**config.mk**
```make
export PLATFORM = sky130hd
export DESIGN_NAME = osr_serial_rx
export DESIGN_NICKNAME = d
export VERILOG_FILES = /design/src/rtl/osr_rx_pkg.sv /design/src/rtl/osr_rx_arm.sv /design/src/rtl/osr_rx_timer.sv /design/src/rtl/osr_rx_frame.sv /design/src/rtl/osr_rx_break.sv /design/src/rtl/osr_serial_rx.sv
export SDC_FILE = /design/constraint.sdc
export NUM_CORES = 1
export LEC_CHECK = 0
export ABC_AREA = 1
export ABC_CLOCK_PERIOD_IN_PS = 2250
export CORE_AREA = 2 2 75 95
export DETAILED_ROUTE_END_ITERATION = 8
export DIE_AREA = 0 0 77 97
export GPL_ROUTABILITY_DRIVEN = 0
export PLACE_DENSITY = 0.76
export RECOVER_POWER = 100
export SYNTH_ARGS = -nofsm -noshare
export SYNTH_HDL_FRONTEND = slang
export SYNTH_SLANG_ARGS = --single-unit
```
**constraint.sdc**
```tcl
create_clock -name clk -period 2.25 [get_ports clk]
set_input_delay 0.45 -clock clk [delete_from_list [all_inputs] [get_ports clk]]
set_output_delay 0.45 -clock clk [all_outputs]
set_load 0.02 [all_outputs]
```
**src/rtl/osr_rx_pkg.sv**
```systemverilog
package osr_rx_pkg;
   typedef enum logic [2:0] {
      RX_IDLE  = 3'd0,
      RX_START = 3'd1,
      RX_DATA  = 3'd2,
      RX_PAR   = 3'd3,
      RX_STOP  = 3'd4
   } rx_phase_e;

   localparam logic [1:0] OVS_MID  = 2'b10;
   localparam logic [1:0] OVS_FAST = 2'b11;
endpackage

```
**src/rtl/osr_rx_arm.sv**
```systemverilog
module osr_rx_arm (
   input  logic clk,
   input  logic rst_n,
   input  logic rx_tick,
   input  logic rx_line,
   output logic armed,
   output logic fall_seen
);
   logic line_q;

   always_ff @(posedge clk or negedge rst_n) begin
      if (!rst_n) begin
         armed  <= 1'b0;
         line_q <= 1'b1;
      end else if (rx_tick) begin
         line_q <= rx_line;
         if (rx_line) armed <= 1'b1;
      end
   end

   assign fall_seen = rx_tick && armed && line_q && !rx_line;
endmodule

```
**src/rtl/osr_rx_timer.sv**
```systemverilog
module osr_rx_timer #(
   parameter int CW = 7
) (
   input  logic          clk,
   input  logic          rst_n,
   input  logic          rx_tick,
   input  logic [CW-1:0] period,
   input  logic          restart,
   input  logic          running,
   output logic          sample_pt
);
   logic [CW-1:0] cnt;
   logic [CW-1:0] target;
   logic          half_q;

   always_comb begin
      if (half_q && (period > CW'(1))) target = period >> 1;
      else                             target = period;
   end

   assign sample_pt = running && rx_tick && (cnt == target - CW'(1));

   always_ff @(posedge clk or negedge rst_n) begin
      if (!rst_n) begin
         cnt    <= '0;
         half_q <= 1'b1;
      end else if (restart) begin
         cnt    <= '0;
         half_q <= 1'b1;
      end else if (running && rx_tick) begin
         if (sample_pt) begin
            cnt    <= '0;
            half_q <= 1'b0;
         end else begin
            cnt <= cnt + CW'(1);
         end
      end
   end
endmodule

```
**src/rtl/osr_rx_frame.sv**
```systemverilog
module osr_rx_frame
   import osr_rx_pkg::*;
#(
   parameter int MAX_LEN = 8
) (
   input  logic               clk,
   input  logic               rst_n,
   input  logic               start,
   input  logic               sample_pt,
   input  logic               rx_line,
   input  logic [1:0]         len_sel,
   input  logic               par_en,
   input  logic               par_even,
   input  logic               x1_mode,
   output logic               busy,
   output logic               xfer,
   output logic [MAX_LEN-1:0] char_q,
   output logic               par_bad,
   output logic               stop_bad
);
   localparam int IW = $clog2(MAX_LEN);

   rx_phase_e          st;
   logic [IW-1:0]      idx;
   logic [IW-1:0]      last_idx;
   logic               acc;
   logic [MAX_LEN-1:0] sh_nxt;

   assign last_idx = IW'(MAX_LEN - 4) + IW'(len_sel);

   for (genvar i = 0; i < MAX_LEN; i++) begin : g_cap
      assign sh_nxt[i] = (idx == IW'(i)) ? rx_line : char_q[i];
   end

   assign busy     = (st != RX_IDLE);
   assign xfer     = sample_pt && (st == RX_STOP);
   assign stop_bad = xfer && !rx_line;

   always_ff @(posedge clk or negedge rst_n) begin
      if (!rst_n) begin
         st      <= RX_IDLE;
         idx     <= '0;
         acc     <= 1'b0;
         char_q  <= '0;
         par_bad <= 1'b0;
      end else if (start) begin
         st      <= x1_mode ? RX_DATA : RX_START;
         idx     <= '0;
         acc     <= 1'b0;
         char_q  <= '0;
         par_bad <= 1'b0;
      end else if (sample_pt) begin
         case (st)
            RX_START: st <= rx_line ? RX_IDLE : RX_DATA;
            RX_DATA: begin
               char_q <= sh_nxt;
               acc    <= acc ^ rx_line;
               if (idx == last_idx) st <= par_en ? RX_PAR : RX_STOP;
               else                 idx <= idx + IW'(1);
            end
            RX_PAR: begin
               par_bad <= acc ^ rx_line ^ !par_even;
               st      <= RX_STOP;
            end
            default: st <= RX_IDLE;
         endcase
      end
   end
endmodule

```
**src/rtl/osr_rx_break.sv**
```systemverilog
module osr_rx_break #(
   parameter int MAX_LEN    = 8,
   parameter int FAST_RATIO = 64,
   parameter int CW         = 7
) (
   input  logic          clk,
   input  logic          rst_n,
   input  logic          rx_tick,
   input  logic          rx_line,
   input  logic [1:0]    len_sel,
   input  logic          par_en,
   input  logic [CW-1:0] period,
   output logic          brk
);
   localparam int BW = $clog2(2 * (MAX_LEN + 3) * FAST_RATIO + 1);

   logic [BW-1:0] cnt;
   logic [BW-1:0] limit;

   assign limit = BW'(2) * (BW'(MAX_LEN - 1) + BW'(len_sel) + BW'(par_en)) * BW'(period);

   always_ff @(posedge clk or negedge rst_n) begin
      if (!rst_n) begin
         cnt <= '0;
         brk <= 1'b0;
      end else if (rx_tick) begin
         if (rx_line) begin
            cnt <= '0;
            brk <= 1'b0;
         end else if (cnt >= limit - BW'(1)) begin
            brk <= 1'b1;
         end else begin
            cnt <= cnt + BW'(1);
         end
      end
   end
endmodule

```
**src/rtl/osr_serial_rx.sv**
```systemverilog
module osr_serial_rx
   import osr_rx_pkg::*;
#(
   parameter int MAX_LEN    = 8,
   parameter int MID_RATIO  = 16,
   parameter int FAST_RATIO = 64
) (
   input  logic               clk,
   input  logic               rst_n,
   input  logic               rx_tick,
   input  logic               rx_line,
   input  logic [1:0]         cfg_factor,
   input  logic [1:0]         cfg_len,
   input  logic               cfg_par_en,
   input  logic               cfg_par_even,
   input  logic               rx_enable,
   input  logic               err_clear,
   input  logic               data_rd,
   output logic [MAX_LEN-1:0] rx_data,
   output logic               rx_ready,
   output logic               err_parity,
   output logic               err_overrun,
   output logic               err_frame,
   output logic               brk_flag
);
   localparam int CW = $clog2(FAST_RATIO) + 1;

   if (MAX_LEN < 4) begin : g_bad_len
      $error("MAX_LEN must be at least 4");
   end
   if (MID_RATIO < 2 || (MID_RATIO % 2) != 0) begin : g_bad_mid
      $error("MID_RATIO must be even and at least 2");
   end
   if (FAST_RATIO <= MID_RATIO || (FAST_RATIO % 2) != 0) begin : g_bad_fast
      $error("FAST_RATIO must be even and above MID_RATIO");
   end

   logic [CW-1:0]      period;
   logic               x1_mode;
   logic               armed;
   logic               fall_seen;
   logic               busy;
   logic               start;
   logic               sample_pt;
   logic               xfer;
   logic               par_bad;
   logic               stop_bad;
   logic [MAX_LEN-1:0] char_q;

   always_comb begin
      case (cfg_factor)
         OVS_MID:  period = CW'(MID_RATIO);
         OVS_FAST: period = CW'(FAST_RATIO);
         default:  period = CW'(1);
      endcase
   end

   assign x1_mode = (period == CW'(1));
   assign start   = fall_seen && !busy;

   osr_rx_arm i_arm (
      .clk(clk), .rst_n(rst_n), .rx_tick(rx_tick), .rx_line(rx_line),
      .armed(armed), .fall_seen(fall_seen)
   );

   osr_rx_timer #(.CW(CW)) i_timer (
      .clk(clk), .rst_n(rst_n), .rx_tick(rx_tick), .period(period),
      .restart(start), .running(busy), .sample_pt(sample_pt)
   );

   osr_rx_frame #(.MAX_LEN(MAX_LEN)) i_frame (
      .clk(clk), .rst_n(rst_n), .start(start), .sample_pt(sample_pt),
      .rx_line(rx_line), .len_sel(cfg_len), .par_en(cfg_par_en),
      .par_even(cfg_par_even), .x1_mode(x1_mode), .busy(busy), .xfer(xfer),
      .char_q(char_q), .par_bad(par_bad), .stop_bad(stop_bad)
   );

   osr_rx_break #(.MAX_LEN(MAX_LEN), .FAST_RATIO(FAST_RATIO), .CW(CW)) i_break (
      .clk(clk), .rst_n(rst_n), .rx_tick(rx_tick), .rx_line(rx_line),
      .len_sel(cfg_len), .par_en(cfg_par_en), .period(period), .brk(brk_flag)
   );

   always_ff @(posedge clk or negedge rst_n) begin
      if (!rst_n) begin
         rx_data     <= '0;
         rx_ready    <= 1'b0;
         err_parity  <= 1'b0;
         err_overrun <= 1'b0;
         err_frame   <= 1'b0;
      end else begin
         if (xfer) rx_data <= char_q;
         rx_ready <= rx_enable && (xfer || (rx_ready && !data_rd));

         if (xfer && (rx_ready || data_rd)) err_overrun <= 1'b1;
         else if (err_clear)                err_overrun <= 1'b0;

         if (xfer && par_bad)  err_parity <= 1'b1;
         else if (err_clear)   err_parity <= 1'b0;

         if (stop_bad)         err_frame <= 1'b1;
         else if (err_clear)   err_frame <= 1'b0;
      end
   end
endmodule

```
# After elaboration in Yosys (flattened, before gate mapping)
# Cells that the tools add are included.
[word_totals]
wordCells = 152
in_bits = 13
out_inout_bits = 13
reg_bits = 50
[op_classes]
n_addsub = 8
n_reduce_logical = 53
multipliers = 1
magnitude_cmp = 2
bitwise_logic = 2
mux = 44
eq_ne = 19
[op_table]
columns = ["operator", "count"]
rows = [
  ["2-bit nonzero test", 16],
  ["7-bit two-way mux", 4],
  ["3-bit AND reduction", 9],
  ["3-bit two-way mux", 8],
  ["8-bit two-way mux", 3],
  ["1-bit two-way mux", 23],
  ["11-bit two-way mux", 2],
  ["3-bit == test, second input constant", 5],
  ["7-bit one-hot mux with 2 select lines", 1],
  ["2-bit AND reduction", 7],
  ["1-bit logical AND", 13],
  ["3-bit by 2-bit == test with 1-bit output, second input constant", 4],
  ["11-bit by 1-bit adder with 11-bit output, second input constant", 1],
  ["11-bit greater-or-equal comparator", 1],
  ["11-bit by 1-bit subtractor with 11-bit output, second input constant", 1],
  ["10-bit by 1-bit adder with 10-bit output", 1],
  ["10-bit by 7-bit multiplier with 10-bit output", 1],
  ["3-bit one-hot mux with 3 select lines", 1],
  ["7-bit by 1-bit adder with 7-bit output, second input constant", 1],
  ["7-bit by 1-bit == test with 1-bit output, second input constant", 1],
  ["7-bit == test", 1],
  ["7-bit by 1-bit > comparator with 1-bit output, second input constant", 1],
  ["7-bit by 1-bit subtractor with 7-bit output, second input constant", 1],
  ["3-bit by 1-bit == test with 1-bit output, second input constant", 2],
  ["other kinds (14)", 21],
]

# Depth between registers and ports, before layout
# Gate-level depths: netlist of run 1.
[logic_depth]
depth_word = 11
mapped_depth = 21
depth_no_buf = 21

# Hierarchy
# Synthesis of run 1 repeated with hierarchy kept, for this count alone.
[unflattened]
hier_cells = 716
hier_area_um2 = 4839.6
[by_module_without_submodules]
columns = ["module", "seq_area_each_um2", "area_per_inst_um2", "n_inst", "cells_each"]
rows = [
  ["osr_rx_break", 300.3, 2388.5, 1, 380],
  ["osr_rx_frame", 400.4, 1021.0, 1, 138],
  ["osr_rx_timer", 201.4, 854.6, 1, 129],
  ["osr_serial_rx", 300.3, 486.7, 1, 57],
  ["osr_rx_arm", 51.3, 88.8, 1, 12],
]

# Worst setup path before layout of run 1
# OpenSTA, ideal clock, no wires.
[synth_path]
path_kind = "input to register"
startpoint = "in cfg_len[0]"
endpoint = "reg i_break.cnt[7]"
cell_stages = 20
setup_slack_ps = -1255
t_arrival_ps = 3439
path_cell_list = "inv_1 ha_1 inv_1 ha_1 inv_1 nor2_1 ha_1 ha_1 ha_1 nor3_1 nand3_1 xor2_1 ha_1 nand2_1 nor2_1 nand3b_1 nand4_1 clkbuf_1 nand3_1 nand2_1"
[synth_via]
elab_chain_cells = 7
[synth_lines]
columns = ["item", "line", "text"]
rows = [
  ["from (decl)", "osr_serial_rx.sv:13", "input logic [1:0] cfg_len,"],
  ["3-bit by 2-bit adder with 4-bit output", "osr_rx_break.sv:20", "assign limit = BW'(2) * (BW'(MAX_LEN - 1) + BW'(len_sel) + BW'(par_en)) * BW'(period);"],
  ["10-bit by 1-bit adder with 10-bit output", "osr_rx_break.sv:20", ""],
  ["10-bit by 7-bit multiplier with 10-bit output", "osr_rx_break.sv:20", ""],
  ["11-bit by 1-bit subtractor with 11-bit output", "osr_rx_break.sv:30", "end else if (cnt >= limit - BW'(1)) begin"],
  ["11-bit greater-or-equal comparator", "osr_rx_break.sv:30", ""],
  ["2-bit inequality test (no line)", "--", ""],
  ["2-bit AND reduction (no line)", "--", ""],
  ["to (signal assigned)", "osr_rx_break.sv:33", "cnt <= cnt + BW'(1);"],
  ["to (decl)", "osr_rx_break.sv:17", "logic [BW-1:0] cnt;"],
]
# No other way between the ends.
# A chain may end at the register's enable or synchronous reset.

# Worst setup path in the final report of run 1
[layout_path]
startpoint = "in cfg_len[0]"
endpoint = "reg i_break.cnt[1]"
# Same word-level chain as after synthesis.

==> results of run 1 <==
[metal layers]
layer	routed length [um]	global-route usage, %	share of wire, %	up-vias
met5	0	0	0	-
met2	4580	43.3	54	65
met4	110	6.18	1.3	0
li1	-	-	-	1722
met1	3510	29.8	41	1617
met3	302	3.26	3.6	8
[placed cells by master (no fill, tap or decap), types with 2 or more instances in the layout]
master and instances:
a21oi_1 8, buf_12 2, buf_4 34, buf_6 3, clkbuf_2 3, clkbuf_4 2
clkbuf_8 5, clkdlybuf4s50_1 7, dfrtp_1 48, dfstp_2 2, dlygate4sd3_1 14, ha_1 19
ha_2 2, ha_4 7, inv_1 41, inv_2 7, nand2_1 146, nand2_2 3
nand2_4 2, nand3_1 48, nand3_2 13, nand3b_1 2, nand4_1 15, nor2_1 48
nor2_2 6, nor2_4 3, nor3_1 4, o21a_1 2, o21ai_0 20, o21ai_1 3
xnor2_1 8, xor2_1 13, xor2_2 2
[cells in the mapped netlist]
library cell,count,share of area [%]
inv_2,4,0.42
dfrtp_1,48,34
nand2_1,145,15
nor3b_1,1,0.21
buf_1,1,0.10
o21ai_1,3,0.42
buf_2,4,0.56
a21boi_1,1,0.21
o21ai_2,1,0.25
a21oi_1,9,1.3
nand2_4,2,0.63
or2_2,1,0.18
nand4_1,15,2.6
xnor2_1,8,2.0
nand2_2,4,0.70
clkbuf_2,1,0.14
clkbuf_1,5,0.53
nor2_4,1,0.31
o21ai_0,20,2.8
nand3_1,61,8.5
ha_1,28,9.8
o21a_1,2,0.42
o21bai_1,1,0.21
nor3_1,5,0.70
inv_1,47,4.9
buf_6,3,0.94
clkinv_1,1,0.10
nor2_1,53,5.6
xor2_1,15,3.7
nor2_2,2,0.35
nand3b_1,2,0.42
dfstp_2,2,1.5
o22ai_1,1,0.18
nor2_8,1,0.56
[registers in the layout, indices dropped and copies added, names as in the netlist, 3 cells and up]
name and cells:
rx_data 8, i_timer.cnt 7, i_frame.char_q 8, i_break.cnt 11
i_frame.st 3, i_frame.idx 3
[worst max-delay path: cells and delay by family]
kind | cells | cell delay, ns
AO/OA/AOI/OAI | 1 | 0.18
XOR/XNOR | 2 | 0.32
adder cells (fa/ha/maj) | 6 | 1.26
buffers and inverters | 5 | 0.42
AND/OR/NAND/NOR | 7 | 0.75
[layout make-up]
class	count	area, sq um
Multi-Input combinational cell	382	2230
Fill cell	566	2020
Sequential cell	50	1250
Timing Repair Buffer	66	574
Inverter	52	215
Tap cell	87	109
Clock buffer	5	68.8
Clock inverter	3	48.8
[kinds of logic (layout without fill, tap and decap cells)]
group                    Yosys count  in the layout  synth area share [%]
flip-flops                        50             50                  35.1
buffers and inverters             66            126                  7.73
AND/OR/NAND/NOR                  293            293                  36.0
XOR/XNOR                          23             23                  5.64
AO/OA/AOI/OAI                     38             38                  5.74
adder cells (fa/ha/maj)           28             28                  9.80
[where the power goes]
group / internal, W / switching [W] / leakage [nW]
clock: 0.000339 / 0.000336 / 0.0563
combinational: 0.000429 / 0.000638 / 1.50
sequential: 0.00105 / 0.000156 / 0.674
total: 0.00182 / 0.00113 / 2.23
[stage by stage]
step | power (W) | worst slack [ns]
2_1_floorplan | 0.00194 | -0.945
5_1_grt | 0.00318 | -1.03
3_5_place_dp | 0.00228 | -1.84
6_report | 0.00295 | -0.950
3_3_place_gp | 0.00223 | -1.70
4_1_cts | 0.00298 | -1.05
[worst min-delay path by stage]
stage,endpoint,from,slack [ns],cells past startpoint
finish,i_timer.cnt[3],rst_n,0.46,2
global route,i_frame.char_q[3],i_frame.char_q[3],0.50,2
CTS,i_timer.cnt[3],rst_n,0.26,2
detailed placement,i_frame.char_q[3],i_frame.char_q[3],0.46,2
global placement,i_frame.char_q[6],i_frame.char_q[6],0.45,2
floorplan,err_frame,rst_n,0.15,0
[repair_timing]
action                                  in CTS  in global routing
gates resized for setup                     21                 19
setup buffers                                2                  0
cloned                                       1                  0
endpoints found under the hold margin        0                  0
pin swaps                                   12                 17
endpoints found under the setup margin      12                 12
==> results.txt, run 1 <==
Area grow syn2layout: 25.9%
Worst R2R Path Depth: 7
CP Cell Sequence: buf_12 > inv_12 > ha_4 > inv_4 > ha_4 > xor2_2 > inv_2 > nor2_2 > ha_2 > ha_4 > ha_4 > nor3_2 > nand3_1 > xor2_1 > ha_1 > nand2_1 > o21a_1 > nand4_1 > buf_6 > nand3_2 > nand2_1
CTS H-Tree Depth: 2
Final min period: 3.20 ns
Yosys cell types: 34
Pre-antenna DRT Iters: 5
Design Area, Final: 0.00450 sq mm
All-Layer GR Usage: 23.9%
Root buffer cell: clkbuf_8
Fin cells: 645
CTS tree: done
Via density per instance: 5.29
Reg-to-reg slack, setup: 0.45 ns
Boundary Pins: 26
Lkg Pwr: 2.23 nW
Largest net degree at the start of global routing: 51
Overflow after GRT: 0
Share of cells above drive strength 1: 19.2%
Critical path class: in -> reg
RSZ-0062 raised after global routing: true
Dpl hpwl: 6360 um
Crit-path slowest cell: ha_1
R2R Path Start: i_break.cnt[8]
Worst endpoint data arrival time: 3.40 ns
Synth Instances: 498
Post-Syn Area: 0.00357 sq mm
Placement-stage cell area: 0.00431 sq mm
Die ar.: 0.00747 sq mm
Post-layout util: 69.0%
TNS Setup: -10.99 ns
Failing checks: negative setup slack
Final WS setup: -0.950 ns
CP Capture Type: register
Final setup viols: 12
Most frequent CP cell: ha_4
Final hold slack: 0.465 ns
Syn_area_per_cell: 7.18 sq um
First-pass GRT wire length: 14800 um
Post-Route WL: 8500 um
Synth Warn #: 0
Die Wd: 77 um
Placement Rows: 33
Synth Net Count: 539
Placed cells: 635
Pins over their slew limit: 0
Num CTS Buffers: 5
Final Hold Fails: 0
Crit Path Max Fanout: 6
Slew margin rel.: 16.9%
Sequential-to-total area share from yosys stat: 35.1%
Worst min-delay path category: in -> async
PortBufs: 25
Crit Reg-Reg Endpoint: i_break.cnt[1]
Clock transition at path regs: 0.11 ns
Clk_skew: 0.0105 ns
Initial drt markers: 219
Number of global-route vias before repair: 3279
Maximum clock rate: 0.312 GHz
Worst EP required: 2.45 ns
Drt wl/cell: 13.2 um
Actual slew at the worst max-slew pin: 1.25 ns
Pwr/cell area: 656 mW/mm^2
TritonCTS Sinks: 50
Peak VDD IR: 0.344 mV
CTS Buffer Depth: 2
DR vias: 3412
Core area: 0.00652 sq mm
Final net count: 598
Period utilization: 142%
Initial antenna violation count: 0
Clock Latency Late Sink: 0.31 ns
Slowest stage delay, CP: 0.33 ns
# hold bufs at CTS: 0
Critical path origin: cfg_len[0]
Chip Height: 97 um
Status: complete, but fails checks
Startpoint Class: primary input
Initial cell density of the core: 54.8%
Antenna Nets Post-Route: 0
Flops & latches, synth: 50
MaxCap Viol Count: 0
N_diodes: 0
CP Capture Point: i_break.cnt[1]
Drt drc: 0
No activity file was read; power rests on OpenSTA's default activity.
==> run 2, diff against run 1 <==
CELL_PAD_IN_SITES_DETAIL_PLACEMENT = 1   (was unset)
CELL_PAD_IN_SITES_GLOBAL_PLACEMENT = 1   (was unset)
CORE_AREA = 2 2 85 107   (was 2 2 75 95)
DIE_AREA = 0 0 87 109   (was 0 0 77 97)
PLACE_DENSITY = 0.8   (was 0.76)
SLEW_MARGIN = 15   (was unset)
==> run 2 against run 1 <==
  * The flow still finishes with violations (negative setup slack)
  * Fmax decreased by 2.0%
  * Power increased by 3.0%
  * Via count increased by 2.1%
  * Routed wire length increased by 23%
  * Critical endpoint is now i_break.cnt[0]
==> results.txt, run 2 (synthesis results as in run 1) <==
Crit-path slowest cell: nor3_1
CP Capture Type: register
CP Cell Sequence: buf_12 > inv_12 > ha_4 > inv_4 > ha_4 > xor2_4 > inv_2 > nor2_2 > ha_2 > inv_1 > nand2_1 > nor3_1 > xnor2_1 > ha_1 > nand2_1 > nor2_1 > nand3b_1 > nand4_1 > buf_6 > nand3_2 > nand2_1
RSZ-0062 raised after global routing: true
CTS tree: done
Overflow after GRT: 0 (unchanged)
Final hold slack: 0.481 ns (+0.0161 ns)
Area grow syn2layout: 28.8%
Total power: 0.00304 W (+3.0%)
Worst endpoint data arrival time: 3.53 ns (+0.13 ns)
Final Hold Fails: 0 (unchanged)
Antenna Nets Post-Route: 0 (unchanged)
Most frequent CP cell: nand2_1
TNS Setup: -11.87 ns (-0.882 ns)
Die ar.: 0.00948 sq mm (+27%)
Peak VDD IR: 0.290 mV (-16%)
Final min period: 3.27 ns (+0.0658 ns)
CTS Buffer Depth: 2 (unchanged)
Final net count: 599 (+0.17%)
DR vias: 3485 (+2.1%)
Most common cell after layout, fill and taps aside: nand2_1
Pwr/cell area: 661 mW/mm^2 (+0.75%)
Post-Route WL: 10500 um (+23%)
Final WS setup: -1.02 ns (-0.0658 ns)
Chip Height: 109 um (+12%)
PortBufs: 25 (unchanged)
Largest net degree at the start of global routing: 51 (unchanged)
Lkg Pwr: 2.22 nW (-0.46%)
Actual slew at the worst max-slew pin: 1.30 ns (+0.0581 ns)
Failing checks: negative setup slack
Status: complete, but fails checks
Crit Path Max Fanout: 6 (unchanged)
Num CTS Buffers: 5 (unchanged)
Pre-antenna DRT Iters: 4 (-1)
Worst R2R Path Depth: 8 (+1)
Startpoint Class: primary input
Int Pwr: 0.00184 W (+1.0%)
MaxCap Viol Count: 0 (unchanged)
Critical path class: in -> reg
Initial antenna violation count: 0 (unchanged)
Clock power share: 22.7% (-0.2 points)
Via density per instance: 5.29 (about the same)
Crit Reg-Reg Endpoint: i_break.cnt[0]
N_diodes: 0 (unchanged)
Core area: 0.00851 sq mm (+30%)
TritonCTS Sinks: 50 (unchanged)
# hold bufs at CTS: 0 (unchanged)
Sw power: 0.00120 W (+6.3%)
Number of global-route vias before repair: 3701 (+13%)
Maximum clock rate: 0.306 GHz (-2.0%)
Pre-CTS WS: -1.91 ns (-0.0690 ns)
Sequential fraction of design power: 39.7% (-1.3 points)
Net Sw Frac: 39.5% (+1.2 points)
Slowest stage delay, CP: 0.35 ns (+0.02 ns)
CTS H-Tree Depth: 2 (unchanged)
Most frequent cells in the layout: nand2_1 (141), nand3_1 (48), dfrtp_1 (48)
Slew margin rel.: 13.0% (-3.9 points)
Fin cells: 659 (+2.2%)
Worst min-delay path category: in -> async
Die Wd: 87 um (+13%)
Period utilization: 145% (+2.9 points)
Drt drc: 0 (unchanged)
Top flop regs: i_break.cnt (11), i_frame.char_q (8), rx_data (8)
Share of cells above drive strength 1: 20.6% (+1.4 points)
Initial cell density of the core: 42.0% (-13 points)
First-pass GRT wire length: 17400 um (+17%)
Dpl hpwl: 7530 um (+18%)
All-Layer GR Usage: 23.4% (-0.54 points)
Number of fill cells: 1079 (+91%)
Max FFs per register: 11 (unchanged)
Root buffer cell: clkbuf_8
R2R Path Start: i_break.cnt[2]
Initial drt markers: 124 (-43%)
Clock transition at path regs: 0.10 ns (about the same)
Worst EP required: 2.51 ns (+0.06 ns)
Boundary Pins: 26 (unchanged)
Final setup viols: 12 (unchanged)
Placed cells: 648 (+2.0%)
Reg-to-reg slack, setup: 0.49 ns (+0.04 ns)
Largest Register: i_break.cnt
Pins over their slew limit: 0 (unchanged)
Clock Latency Late Sink: 0.32 ns (about the same)
Placement Rows: 38 (+15%)
Part of the power in combinational logic: 37.6% (+1.5 points)
Clk_skew: 0.00958 ns (-0.000955 ns)
Drt wl/cell: 15.9 um (+20%)
==> run 2: cell count changes in the layout (fill, tap and decap cells not counted), sizes merged <==
cell,previous run,this run
buf,40,44
clkbuf,10,6
clkdlybuf4s15,0,1
clkdlybuf4s50,7,19
dlygate4sd2,0,1
dlygate4sd3,14,0
dlymetal6s2s,0,1
==> run 2: worst max-delay path, delay by kind of cell <==
| kind | cells | cell delay (ns) |
|---|---|---|
| AND/OR/NAND/NOR | 9 | 1.26 |
| adder cells (fa/ha/maj) | 4 | 0.97 |
| buffers and inverters | 6 | 0.52 |
| XOR/XNOR | 2 | 0.33 |
==> run 2: stage by stage <==
stage	util [%]	instance area (sq um)
floorplan	-	3730
global placement	50.8	4320
detailed placement	50.8	4320
CTS	53.1	4520
global route	54.1	4600
finish	54.1	4600
==> run 2: worst max path at each step <==
stage | start | to | slack (ns) | depth (start not counted)
final | cfg_len[0] | i_break.cnt[0] | -1.02 | 21
after global routing | cfg_len[0] | i_break.cnt[0] | -1.17 | 21
after CTS | cfg_len[0] | i_break.cnt[10] | -1.00 | 20
after detailed placement | cfg_len[0] | i_break.cnt[10] | -1.91 | 23
after global placement | cfg_len[0] | i_break.cnt[1] | -1.71 | 22
after floorplan | cfg_len[0] | i_break.cnt[0] | -0.95 | 19
==> run 2: final cells by class <==
class | count | area [sq um] | share of cell area, %
clock buffer | 5 | 68.8 | 1.49
clock inverter | 3 | 48.8 | 1.06
inverter | 52 | 215 | 4.68
tap | 100 | 125 | 2.72
multi-input combinational | 382 | 2300 | 49.9
timing repair buffer | 67 | 596 | 12.9
sequential | 50 | 1250 | 27.2
==> run 2: power by group through the flow <==
| stage | registers, W | logic (W) | clock network, W |
|---|---|---|---|
| floorplan | 0.00118 | 0.000760 | 0 |
| finish | 0.00121 | 0.00114 | 0.000690 |
| global placement | 0.00122 | 0.00104 | 0 |
| detailed placement | 0.00123 | 0.00110 | 0 |
| global route | 0.00123 | 0.00130 | 0.000738 |
| CTS | 0.00121 | 0.00112 | 0.000705 |
==> run 2: per-layer routing <==
| metal | track usage, % | wire [um] | up-vias |
|---|---|---|---|
| met5 | 0 | 0 | - |
| met4 | 9.49 | 267 | 0 |
| met3 | 3.56 | 247 | 23 |
| met2 | 44.6 | 5660 | 46 |
| met1 | 25.2 | 4280 | 1696 |
| li1 | - | - | 1720 |
==> run 2: timing repair <==
item / in CTS / in global routing
buffers inserted: 1 / 2
gates resized for setup: 34 / 15
gates cloned: 1 / 0
pin swaps: 18 / 10
setup endpoints to repair: 12 / 12
==> run 3, diff against run 2 <==
ABC_AREA = unset   (was 1)
CORE_AREA = 2 2 80 102   (was 2 2 85 107)
DIE_AREA = 0 0 82 104   (was 0 0 87 109)
PLACE_DENSITY = 0.77   (was 0.8)
==> run 3 against run 2 <==
  * First-iteration DRC count down 36%
  * Die area down 10%
  * Critical path type unchanged
  * The flow still finishes with violations (negative setup slack)
  * Routed wire length down 13%
  * Area after synthesis down 4.8%
  * Via count down 17%
  * Synthesized cell count down 28%
  * Sequential power about the same
  * Largest power group unchanged
  * Global-route usage up 0.30 points
  * Design area down 5.6%
  * Utilization up 3.3 points
  * Combinational power up 4%
  * Clock power down 22%
==> results.txt, run 3 <==
Clock power share: 18.3% (-4.4 points)
Drt wl/cell: 17.8 um (+12%)
Critical path class: in -> reg
Num CTS Buffers: 5 (unchanged)
Fraction of registers with async set/reset: 100% (unchanged)
Final Hold Fails: 0 (unchanged)
Placement Rows: 36 (-5.3%)
Largest net degree at the start of global routing: 46 (-9.8%)
Post-Syn Area: 0.00340 sq mm (-4.8%)
Clock transition at path regs: 0.09 ns (about the same)
Net Sw Frac: 38.9% (-0.62 points)
Part of the power in combinational logic: 40.6% (+3.0 points)
Final WS setup: -1.23 ns (-0.215 ns)
Top cells by count, synth: dfrtp_1 (48), nand2_1 (43), ha_1 (28), nor2_1 (24), inv_1 (19)
MaxCap Viol Count: 0 (unchanged)
Sequential fraction of design power: 41.1% (+1.4 points)
Largest Register: i_break.cnt
Max FFs per register: 11 (unchanged)
Placement-stage cell area: 0.00413 sq mm (-4.4%)
Synth Net Count: 398 (-26%)
Clk_skew: 0.00463 ns (-0.00495 ns)
Most common cell after layout, fill and taps aside: dfrtp_1
Most frequent cells in the layout: dfrtp_1 (48), nand2_1 (43), buf_4 (33)
Maximum clock rate: 0.287 GHz (-6.2%)
Final net count: 460 (-23%)
N_diodes: 0 (unchanged)
Die ar.: 0.00853 sq mm (-10%)
PortBufs: 25 (unchanged)
Placed cells: 499 (-23%)
Initial antenna violation count: 0 (unchanged)
DR vias: 2899 (-17%)
Peak VDD IR: 0.466 mV (+61%)
Period utilization: 155% (+9.6 points)
Clock Latency Late Sink: 0.31 ns (about the same)
Main synth FF type: dfrtp_1
Top cell type's share of synthesized area: 35.3% (+1.7 points)
Int Pwr: 0.00179 W (-2.6%)
Boundary Pins: 26 (unchanged)
Worst EP required: 2.46 ns (-0.05 ns)
CTS Buffer Depth: 2 (unchanged)
Fin cells: 515 (-22%)
Root buffer cell: clkbuf_8
Overflow after GRT: 0 (unchanged)
Status: complete, but fails checks
Startpoint Class: primary input
Slew margin rel.: 22.3% (+9.2 points)
Flops & latches, synth: 50 (unchanged)
Antenna Nets Post-Route: 0 (unchanged)
Crit Path Max Fanout: 5 (-1)
Sequential-to-total area share from yosys stat: 36.8% (+1.8 points)
Area contributors post-synth: dfrtp_1 (35%), ha_1 (10%), mux2i_1 (5.0%)
Worst endpoint data arrival time: 3.69 ns (+0.16 ns)
Final min period: 3.48 ns (+0.215 ns)
Pre-antenna DRT Iters: 4 (unchanged)
CTS H-Tree Depth: 2 (unchanged)
Die Wd: 82 um (-5.7%)
Core area: 0.00757 sq mm (-11%)
Sw power: 0.00114 W (-5.1%)
Pwr/cell area: 675 mW/mm^2 (+2.2%)
Pins over their slew limit: 0 (unchanged)
Design Area, Final: 0.00435 sq mm (-5.6%)
Syn_area_per_cell: 9.54 sq um (+33%)
Final setup viols: 12 (unchanged)
EDFF count, synth: 0 (unchanged)
Synth Warn #: 0 (unchanged)
Drt drc: 0 (unchanged)
Worst min-delay path category: reg -> reg
Lkg Pwr: 2.14 nW (-3.6%)
Initial drt markers: 79 (-36%)
CTS tree: done
Area grow syn2layout: 27.6%
Initial cell density of the core: 45.0% (+3.0 points)
CP Capture Type: register
Top flop regs: i_break.cnt (11), i_frame.char_q (8), rx_data (8)
Number of fill cells: 857 (-21%)
Synth Instances: 357 (-28%)
Share of cells above drive strength 1: 21.2% (+0.62 points)
Number of global-route vias before repair: 3225 (-13%)
All-Layer GR Usage: 23.7% (+0.30 points)
Dominant cell by count in the synthesized netlist: dfrtp_1
Dpl hpwl: 6550 um (-13%)
Post-Route WL: 9140 um (-13%)
Area leader, netlist: dfrtp_1
Actual slew at the worst max-slew pin: 1.17 ns (-0.139 ns)
TritonCTS Sinks: 50 (unchanged)
RSZ-0062 raised after global routing: true
Via density per instance: 5.63 (+6.4%)
Failing checks: negative setup slack
Chip Height: 104 um (-4.6%)
First-pass GRT wire length: 15700 um (-9.8%)
Yosys cell types: 57 (+68%)
==> run 3: changes by cell type after synthesis, moves of 7 or more <==
cell      previous run  this run
xor2_1              15         6
and3_1               0         8
nand3_1             61        13
inv_1               47        19
mux2i_1              0        17
nand2_1            145        43
o21ai_0             20         9
xnor2_1              8        15
nor2_1              53        24
nand2b_1             0         8
==> run 3: cells by family after synthesis <==
family	after synthesis	share of synthesized area, %
adders and majority gates	28	10.3
buffers and inverters	38	5.26
AOI/OAI and AO/OA	56	12.4
DFF	50	36.8
xor gates and xnor gates	21	5.40
and+or+nand+nor	137	20.9
muxes	27	8.97
==> run 3: area by class of cell <==
type / count / area [sq um] / area share [%]
clock buffer: 7 / 76.3 / 1.76
sequential: 50 / 1250 / 28.9
tap: 95 / 119 / 2.74
clock inverter: 1 / 7.51 / 0.173
multi-input combinational: 269 / 2110 / 48.6
inverter: 20 / 95.1 / 2.19
timing repair buffer: 73 / 682 / 15.7
==> run 3: worst paths after layout <==
check / startpoint / to / slack (ns) / cells after the start
hold reg to reg: i_arm.armed / i_arm.armed / 0.48 / 1
hold / removal: i_arm.armed / i_arm.armed / 0.48 / 1
setup reg to reg: i_break.cnt[5] / i_break.cnt[10] / -0.01 / 8
setup / recovery: cfg_len[1] / i_break.cnt[10] / -1.23 / 20
max in group asynchronous: rst_n / i_break.cnt[9] / 0.29 / 3
min in group asynchronous: rst_n / i_frame.char_q[6] / 0.54 / 2
==> run 3: worst max-delay path, stage by stage <==
cell and delay (ns):
buf_6 0.09, inv_6 0.03, ha_4 0.26, inv_4 0.04, ha_4 0.25, and3_4 0.18, ha_4 0.20, ha_4 0.16
ha_4 0.15, xnor2_2 0.12, xnor2_1 0.13, xnor2_1 0.13, ha_1 0.33, buf_6 0.13, a21oi_4 0.12, o2111a_2 0.32
buf_12 0.14, buf_16 0.11, a31oi_1 0.09, a41o_1 0.23
==> run 3: per-layer routing <==
metal / part of all wire (%) / global-route usage [%] / vias up
li1: - / - / 1388
met1: 39 / 26.8 / 1450
met2: 56 / 44.0 / 44
met3: 2.4 / 2.78 / 17
met4: 2.5 / 8.33 / 0
met5: 0 / 0 / -
==> run 3: metrics by stage <==
step	hold WS [ns]	power (W)	setup WS [ns]	setup TNS, ns	utilization, %
3_3_place_gp	0.288	0.00232	-1.90	-26.13	54.6
6_report	0.477	0.00293	-1.23	-14.07	57.4
2_1_floorplan	0.154	0.00198	-1.20	-13.76	-
5_1_grt	0.514	0.00316	-1.35	-15.66	57.4
3_5_place_dp	0.289	0.00239	-2.03	-28.91	54.6
4_1_cts	0.479	0.00302	-1.36	-15.50	58.5
==> run 3: power by group through the flow <==
| stage | logic (W) | clock network, W | registers, W |
|---|---|---|---|
| 2_1_floorplan | 0.000812 | 0 | 0.00117 |
| 3_3_place_gp | 0.00110 | 0 | 0.00123 |
| 3_5_place_dp | 0.00115 | 0 | 0.00124 |
| 4_1_cts | 0.00124 | 0.000561 | 0.00122 |
| 5_1_grt | 0.00134 | 0.000589 | 0.00123 |
| 6_report | 0.00119 | 0.000535 | 0.00121 |
==> run 3: timing repair <==
action	CTS	global route
hold endpoints to repair	5	0
setup endpoints to repair	12	23
gates cloned	3	0
pin swaps	20	8
hold buffers	1	0
setup buffers	4	3
gates resized for setup	30	12
